[src/rtl/rsplit_pkg.sv]
package rsplit_pkg;

   typedef enum logic [1:0] {
      SCOPE_RANGE = 2'd0,
      SCOPE_ALL   = 2'd1,
      SCOPE_SYNC  = 2'd2
   } scope_e;

   typedef enum logic [1:0] {
      ST_IDLE  = 2'd0,
      ST_RANGE = 2'd1,
      ST_ALL   = 2'd2,
      ST_SYNC  = 2'd3
   } state_e;

endpackage

[src/rtl/rsplit_align.sv]
module rsplit_align #(
   parameter int ADDR_W   = 32,
   parameter int LINE_LG2 = 6
) (
   input  logic [ADDR_W-1:0] start_i,
   input  logic [ADDR_W-1:0] end_i,
   output logic [ADDR_W-1:0] base_o,
   output logic [ADDR_W-1:0] span_o,
   output logic              whole_o,
   output logic              empty_o
);
   localparam int HI_W = ADDR_W - LINE_LG2;
   localparam logic [ADDR_W-1:0] LOW_MASK = {{HI_W{1'b0}}, {LINE_LG2{1'b1}}};

   logic [ADDR_W-1:0] diff;
   logic [ADDR_W-1:0] padded;

   always_comb begin
      base_o  = start_i & ~LOW_MASK;
      diff    = end_i - base_o;
      // diff >= -line  <=>  every bit above the line offset is set
      whole_o = &diff[ADDR_W-1:LINE_LG2];
      padded  = diff + LOW_MASK;
      span_o  = padded & ~LOW_MASK;
      empty_o = (diff == '0);
   end
endmodule

[src/rtl/rsplit_chunk.sv]
module rsplit_chunk #(
   parameter int ADDR_W    = 32,
   parameter int LINE_LG2  = 6,
   parameter int LIMIT_LG2 = 22
) (
   input  logic              clk,
   input  logic              rst_n,
   input  logic              load_i,
   input  logic [ADDR_W-1:0] base_i,
   input  logic [ADDR_W-1:0] span_i,
   input  logic              advance_i,
   output logic [ADDR_W-1:0] addr_o,
   output logic [ADDR_W-1:0] chunk_o,
   output logic              last_o
);
   logic [ADDR_W-1:0] cur_addr;
   logic [ADDR_W-1:0] remain;

   generate
      if (LIMIT_LG2 >= ADDR_W) begin : g_uncapped
         // any legal span already fits below the limit
         always_comb chunk_o = remain;
      end else begin : g_capped
         localparam logic [ADDR_W-1:0] CHUNK_MAX =
            ADDR_W'((64'd1 << LIMIT_LG2) - (64'd1 << LINE_LG2));
         always_comb chunk_o = (remain > CHUNK_MAX) ? CHUNK_MAX : remain;
      end
   endgenerate

   always_ff @(posedge clk) begin
      if (!rst_n) begin
         cur_addr <= '0;
         remain   <= '0;
      end else if (load_i) begin
         cur_addr <= base_i;
         remain   <= span_i;
      end else if (advance_i) begin
         cur_addr <= cur_addr + chunk_o;
         remain   <= remain - chunk_o;
      end
   end

   always_comb begin
      addr_o = cur_addr;
      last_o = (remain == chunk_o);
   end

   AST_REMAIN_LINE_MULTIPLE: assert property (@(posedge clk) disable iff (!rst_n)
      remain[LINE_LG2-1:0] == '0);
endmodule

[src/rtl/rsplit_ctrl.sv]
module rsplit_ctrl
   import rsplit_pkg::*;
(
   input  logic   clk,
   input  logic   rst_n,
   input  logic   req_valid_i,
   input  logic   whole_i,
   input  logic   empty_i,
   input  logic   last_i,
   input  logic   cmd_ready_i,
   input  logic   cmd_reject_i,
   output logic   req_ready_o,
   output logic   cmd_valid_o,
   output scope_e scope_o,
   output logic   load_o,
   output logic   advance_o,
   output logic   done_o
);
   state_e state, state_nx;
   logic   taken;
   logic   done_nx;

   always_comb begin
      state_nx    = state;
      req_ready_o = 1'b0;
      cmd_valid_o = 1'b0;
      scope_o     = SCOPE_SYNC;
      load_o      = 1'b0;
      advance_o   = 1'b0;
      done_nx     = 1'b0;
      taken       = cmd_ready_i && !cmd_reject_i;
      unique case (state)
         ST_IDLE: begin
            req_ready_o = 1'b1;
            if (req_valid_i) begin
               load_o = 1'b1;
               if (whole_i)      state_nx = ST_ALL;
               else if (empty_i) state_nx = ST_SYNC;
               else              state_nx = ST_RANGE;
            end
         end
         ST_RANGE: begin
            cmd_valid_o = 1'b1;
            scope_o     = SCOPE_RANGE;
            if (taken) begin
               advance_o = 1'b1;
               if (last_i) state_nx = ST_SYNC;
            end
         end
         ST_ALL: begin
            cmd_valid_o = 1'b1;
            scope_o     = SCOPE_ALL;
            if (taken) state_nx = ST_SYNC;
         end
         ST_SYNC: begin
            cmd_valid_o = 1'b1;
            scope_o     = SCOPE_SYNC;
            if (taken) begin
               state_nx = ST_IDLE;
               done_nx  = 1'b1;
            end
         end
         default: state_nx = ST_IDLE;
      endcase
   end

   always_ff @(posedge clk) begin
      if (!rst_n) begin
         state  <= ST_IDLE;
         done_o <= 1'b0;
      end else begin
         state  <= state_nx;
         done_o <= done_nx;
      end
   end

   AST_IDLE_EXCLUSIVE: assert property (@(posedge clk) disable iff (!rst_n)
      $onehot0({req_ready_o, cmd_valid_o}));
   AST_DONE_AFTER_SYNC: assert property (@(posedge clk) disable iff (!rst_n)
      done_o |-> $past(cmd_valid_o && scope_o == SCOPE_SYNC && cmd_ready_i && !cmd_reject_i));
   AST_DONE_SINGLE: assert property (@(posedge clk) disable iff (!rst_n)
      done_o |=> !done_o);
endmodule

[src/rtl/rsplit_top.sv]
module rsplit_top
   import rsplit_pkg::*;
#(
   parameter int ADDR_W    = 32,
   parameter int LINE_LG2  = 6,
   parameter int LIMIT_LG2 = 22,
   parameter int OP_W      = 2
) (
   input  logic              clk,
   input  logic              rst_n,
   input  logic              req_valid,
   output logic              req_ready,
   input  logic [ADDR_W-1:0] req_start,
   input  logic [ADDR_W-1:0] req_end,
   input  logic [OP_W-1:0]   req_op,
   output logic              cmd_valid,
   input  logic              cmd_ready,
   input  logic              cmd_reject,
   output logic [ADDR_W-1:0] cmd_addr,
   output logic [ADDR_W-1:0] cmd_size,
   output logic [OP_W-1:0]   cmd_op,
   output logic [1:0]        cmd_scope,
   output logic              done
);
   localparam logic [ADDR_W-1:0] LINE_LOW = ADDR_W'((64'd1 << LINE_LG2) - 64'd1);
   localparam int CAP_LG2 = (LIMIT_LG2 < ADDR_W) ? LIMIT_LG2 : ADDR_W;
   localparam logic [ADDR_W:0] SIZE_CAP =
      (ADDR_W+1)'((65'd1 << CAP_LG2) - (65'd1 << LINE_LG2));

   generate
      if (LINE_LG2 < 1 || LINE_LG2 >= ADDR_W) begin : g_bad_line
         $error("rsplit_top: LINE_LG2 must lie in 1..ADDR_W-1");
      end
      if (LIMIT_LG2 <= LINE_LG2) begin : g_bad_limit
         $error("rsplit_top: LIMIT_LG2 must exceed LINE_LG2");
      end
      if (ADDR_W > 63) begin : g_bad_width
         $error("rsplit_top: ADDR_W above 63 is not supported");
      end
   endgenerate

   logic [ADDR_W-1:0] al_base, al_span;
   logic              al_whole, al_empty;
   logic [ADDR_W-1:0] ch_addr, ch_size;
   logic              ch_last;
   logic              load, advance;
   scope_e            scope;
   logic [OP_W-1:0]   op_q;

   rsplit_align #(.ADDR_W(ADDR_W), .LINE_LG2(LINE_LG2)) u_align (
      .start_i (req_start),
      .end_i   (req_end),
      .base_o  (al_base),
      .span_o  (al_span),
      .whole_o (al_whole),
      .empty_o (al_empty)
   );

   rsplit_chunk #(.ADDR_W(ADDR_W), .LINE_LG2(LINE_LG2), .LIMIT_LG2(LIMIT_LG2)) u_chunk (
      .clk       (clk),
      .rst_n     (rst_n),
      .load_i    (load),
      .base_i    (al_base),
      .span_i    (al_span),
      .advance_i (advance),
      .addr_o    (ch_addr),
      .chunk_o   (ch_size),
      .last_o    (ch_last)
   );

   rsplit_ctrl u_ctrl (
      .clk          (clk),
      .rst_n        (rst_n),
      .req_valid_i  (req_valid),
      .whole_i      (al_whole),
      .empty_i      (al_empty),
      .last_i       (ch_last),
      .cmd_ready_i  (cmd_ready),
      .cmd_reject_i (cmd_reject),
      .req_ready_o  (req_ready),
      .cmd_valid_o  (cmd_valid),
      .scope_o      (scope),
      .load_o       (load),
      .advance_o    (advance),
      .done_o       (done)
   );

   always_ff @(posedge clk) begin
      if (!rst_n)    op_q <= '0;
      else if (load) op_q <= req_op;
   end

   always_comb begin
      cmd_op    = op_q;
      cmd_scope = scope;
      cmd_addr  = (scope == SCOPE_RANGE) ? ch_addr : '0;
      cmd_size  = (scope == SCOPE_RANGE) ? ch_size : '0;
   end

   AST_HOLD_WHILE_WAITING: assert property (@(posedge clk) disable iff (!rst_n)
      (cmd_valid && !cmd_ready) |=>
         (cmd_valid && $stable(cmd_addr) && $stable(cmd_size) && $stable(cmd_scope)));
   AST_RETRY_UNCHANGED: assert property (@(posedge clk) disable iff (!rst_n)
      (cmd_valid && cmd_ready && cmd_reject) |=>
         (cmd_valid && $stable(cmd_addr) && $stable(cmd_size) && $stable(cmd_scope)));
   AST_CHUNK_BOUNDS: assert property (@(posedge clk) disable iff (!rst_n)
      (cmd_valid && cmd_scope == 2'd0) |->
         (cmd_size != '0 && {1'b0, cmd_size} <= SIZE_CAP));
   AST_LINE_ALIGNED: assert property (@(posedge clk) disable iff (!rst_n)
      (cmd_valid && cmd_scope == 2'd0) |->
         ((cmd_addr & LINE_LOW) == '0 && (cmd_size & LINE_LOW) == '0));
   AST_NEXT_CHUNK_ADDR: assert property (@(posedge clk) disable iff (!rst_n)
      (cmd_valid && cmd_scope == 2'd0 && cmd_ready && !cmd_reject) |=>
         (cmd_scope != 2'd0 || cmd_addr == $past(cmd_addr) + $past(cmd_size)));
   AST_OP_STEADY: assert property (@(posedge clk) disable iff (!rst_n)
      (cmd_valid && $past(cmd_valid)) |-> $stable(cmd_op));
   AST_SCOPE_LEGAL: assert property (@(posedge clk) disable iff (!rst_n)
      cmd_valid |-> cmd_scope != 2'd3);
   AST_WHOLE_ZERO_FIELDS: assert property (@(posedge clk) disable iff (!rst_n)
      (cmd_valid && cmd_scope != 2'd0) |-> (cmd_addr == '0 && cmd_size == '0));
endmodule

[config.mk]
export PLATFORM = sky130hd
export DESIGN_NAME = rsplit_top
export DESIGN_NICKNAME = d
export VERILOG_FILES = /design/src/rtl/rsplit_pkg.sv /design/src/rtl/rsplit_align.sv /design/src/rtl/rsplit_chunk.sv /design/src/rtl/rsplit_ctrl.sv /design/src/rtl/rsplit_top.sv
export SDC_FILE = /design/constraint.sdc
export NUM_CORES = 1
export LEC_CHECK = 0
export ABC_AREA = 1
export ABC_CLOCK_PERIOD_IN_PS = 3500
export BUFFER_PORTS_ARGS = -buffer_cell sky130_fd_sc_hd__buf_4
export CORE_MARGIN = 5
export CORE_UTILIZATION = 60
export DETAILED_ROUTE_END_ITERATION = 8
export GPL_TIMING_DRIVEN = 0
export HOLD_SLACK_MARGIN = 0.02
export PLACE_DENSITY = 0.83
export SYNTH_ARGS = -nofsm -noshare
export SYNTH_HDL_FRONTEND = slang
export SYNTH_HIERARCHICAL = 1
export SYNTH_SLANG_ARGS = --single-unit
export TNS_END_PERCENT = 10
[constraint.sdc]
create_clock -name clk -period 3.5 [get_ports clk]
set_clock_uncertainty 0.05 [all_clocks]
set_input_delay 0 -clock clk [delete_from_list [all_inputs] [get_ports clk]]
set_output_delay 0 -clock clk [all_outputs]
set_load 0.01 [all_outputs]
==> impl_metrics.tcl <==
set metrics [dict create \
    status "completed" \
    highest-signal-layer "met4" \
    path_max_fanout 7 \
    ys.warnings.count 6 \
    p_switching_mw 5.335 \
    rows 48 \
    worstSetupPathType "flip-flop to flip-flop" \
    finalCriticalPeriod_ns 3.340 \
    dpl.hpwl_mm 28.72 \
    first_pass_iters 8 \
    clockBufferDepth 2 \
    power_frac_seq_pct 13.2 \
    htreeDepth 3 \
    grt.total_usage_pct 33.77 \
    post_drt_wl_per_cell_um 16.13 \
    synth_edf_count 0 \
    die_w_um 141.7 \
    clock_power_share_pct 10.2 \
    finalCritPeriodShare_pct 95.44 \
    yosysSeqAreaShare_pct 13.27 \
    hp-class "input port to flip-flop" \
    hold_viol_final 0 \
    p_int_mw 4.141 \
    cts_root_buf "clkbuf_16" \
    vias 12118 \
    cellPowerDensity_mw_per_mm2 763.5 \
    routed_wl_mm 35.26 \
    ios 142 \
    core_mm2 0.01718 \
    io_buffers 125 \
    dieArea_mm2 0.02008 \
    avgSynthCellArea_um2 5.873 \
    crit_arrival_ns 3.57 \
    drt_iter0_markers 1238 \
    wl_met3_mm 3.475 \
    drv_cap 0 \
    grt-ovfl-total 0 \
    cts_num_sinks 69 \
    yosysMostFrequentCell "nand2_1" \
    fmax_mhz 299.4 \
    area_growth_pct 19.26 \
    antenna_found_initial 0 \
    place.gp.congestion 0.9890 \
    wl_met1_mm 14.28 \
    switching_share_pct 56.30 \
    drive_above_1_share_pct 20.09 \
    cts_buffers 9 \
    worst_pin_slew_ns 0.7796 \
    syn-instance-count 1772 \
    holdPathStages 4 \
    async_flop_share_pct 0 \
    leakagePower_nw 6.316 \
    pre_cts_ws_ns -0.5138 \
    grt_max_degree 29 \
    netlist_area_mm2 0.01041 \
    die_h_um 141.7 \
    synth_top_flop_cell "dfxtp_1" \
    drcViolationCount 0 \
    clk_latency_ns 0.35 \
    critPathRequiredTime_ns 3.73 \
    comb_power_share_pct 76.6 \
    dr_wl_met2_mm 16.09 \
    power_mw 9.476 \
    ant_nets 0 \
    start_kind "flip-flop" \
    viasPerCell 5.543 \
    drv_slew 0 \
    synth_area_leaders "nand2_1 18%, dfxtp_1 13%, inv_1 11%, ha_1 7.7%, nor2_4 7.0%" \
    synth_top_area_share_pct 18.14 \
    fill_cells 1572 \
    n_antenna_cell 0 \
    tritoncts "built" \
    final_util_pct 72.25 \
    fin_area_mm2 0.01241 \
    initial_core_util_pct 60.58 \
    yosysTopAreaCell "nand2_1" \
    layout_setup_ws_ns 0.1598 \
    place_area_mm2 0.01174 \
    yosys-top-cells-count "503 x nand2_1, 303 x inv_1, 150 x nor2_1" \
    ff2ff_path_depth 17 \
    end_kind "flip-flop" \
    setup_violations 0 \
    grt_pass1_wl_mm 54.61 \
    rsz0062_at_grt "yes" \
    fin_nets 2093 \
    grt_pass1_vias 10996 \
    slew_headroom_pct 48.03 \
    ys_seq_elements 69 \
    clkTransAtPathRegs_ns 0.06 \
    ir_drop_mv 0.8066 \
    ys_types 57 \
    finalSetupTns_ns 0 \
]
[cell families after synthesis]
kind of cell / Yosys count / share of synthesized area (%)
adders and majority gates: 66 / 8.080
xor gates and xnor gates: 27 / 2.345
AOI/OAI and AO/OA: 243 / 13.89
and+or+nand+nor: 963 / 44.67
buffers and inverters: 401 / 17.64
DFF: 69 / 13.27
other: 3 / 0.1082
[per-stage QoR]
stage,hold WS (ns),std cells
finish,0.03036,2186
global placement,0.2246,2151
global route,0.04076,2186
floorplan,0.04763,1801
CTS,0.02019,2177
detailed placement,0.2295,2151
[critical path, cell delays in order (launching register included)]
cell	delay (ns)
dfxtp_1	0.38
inv_1	0.10
nor3_1	0.21
nand2_1	0.07
nor2_1	0.16
nand2_1	0.14
nand2_4	0.13
buf_4	0.16
nand2_1	0.17
ha_4	0.34
nand2_1	0.11
o21ai_0	0.26
a21oi_2	0.09
o21ai_1	0.26
nand4_1	0.19
nand3b_1	0.15
nand3_1	0.12
a21oi_1	0.14
[area by class of cell]
class	instances	area (µm²)	share of cell area, %
sequential	69	1391	11.21
timing repair buffer	147	1154	9.295
buffer	84	639.4	5.152
inverter	314	1181	9.517
clock buffer	9	225.2	1.815
tap	225	281.5	2.268
clock inverter	7	73.82	0.5948
multi-input combinational	1331	7465	60.15
[per-layer routing]
layer	GRT usage (%)	vias up
met2	56.34	638
met1	43.73	5463
met5	0	-
li1	-	5913
met4	14.04	0
met3	4.685	104
[what timing repair did]
item	in CTS	in global routing
endpoints found under the hold margin	16	0
hold buffers	13	0
pin swaps	2	6
cloned	0	1
gates resized for setup	13	38
buffers inserted	0	8
setup endpoints to repair	22	21
[power groups by stage]
stage / Combinational (mW) / Clock (mW) / Sequential, mW
after floorplan: 4.94 / 0 / 1.16
after global placement: 6.52 / 0 / 1.23
after detailed placement: 6.63 / 0 / 1.24
after CTS: 6.70 / 0.970 / 1.22
after global routing: 7.84 / 1.00 / 1.28
final: 7.26 / 0.968 / 1.25
[worst paths after layout]
path	from	endpoint	slack, ns
hold / removal	req_start[17]	u_chunk/addr_o[17]	0.03
hold reg to reg	cmd_op[0]	cmd_op[0]	0.43
setup reg to reg	u_chunk/remain[11]	u_chunk/addr_o[24]	0.16
setup / recovery	u_chunk/remain[11]	u_chunk/addr_o[24]	0.16
[cell usage in the layout, fill, tap and decap left out, drive strengths merged]
cell type	count
a31oi	28
and2	4
o21a	3
clkinvlp	1
o21bai	4
o211ai	2
nor4	2
nor2	230
o31ai	4
dfxtp	69
nor3	10
a21oi	113
xnor2	6
nor3b	1
o41ai	3
conb	32
bufinv	1
clkbuf	32
buf	195
clkinv	6
dlygate4sd3	13
or2	5
fa	2
a21boi	2
nand3b	10
a22oi	30
o221ai	1
inv	313
xor2	21
ha	64
nand2	532
o21ai	50
nand4	31
nand3	138
a21o	1
o2111ai	2
[state kept, by name, summed over array words and instances (netlist names)]
name,flops
u_chunk/remain,32
u_chunk/addr_o,32
u_ctrl/state,2
cmd_op,2
u_ctrl/done_o,1
(Power assumes the default switching activity.)
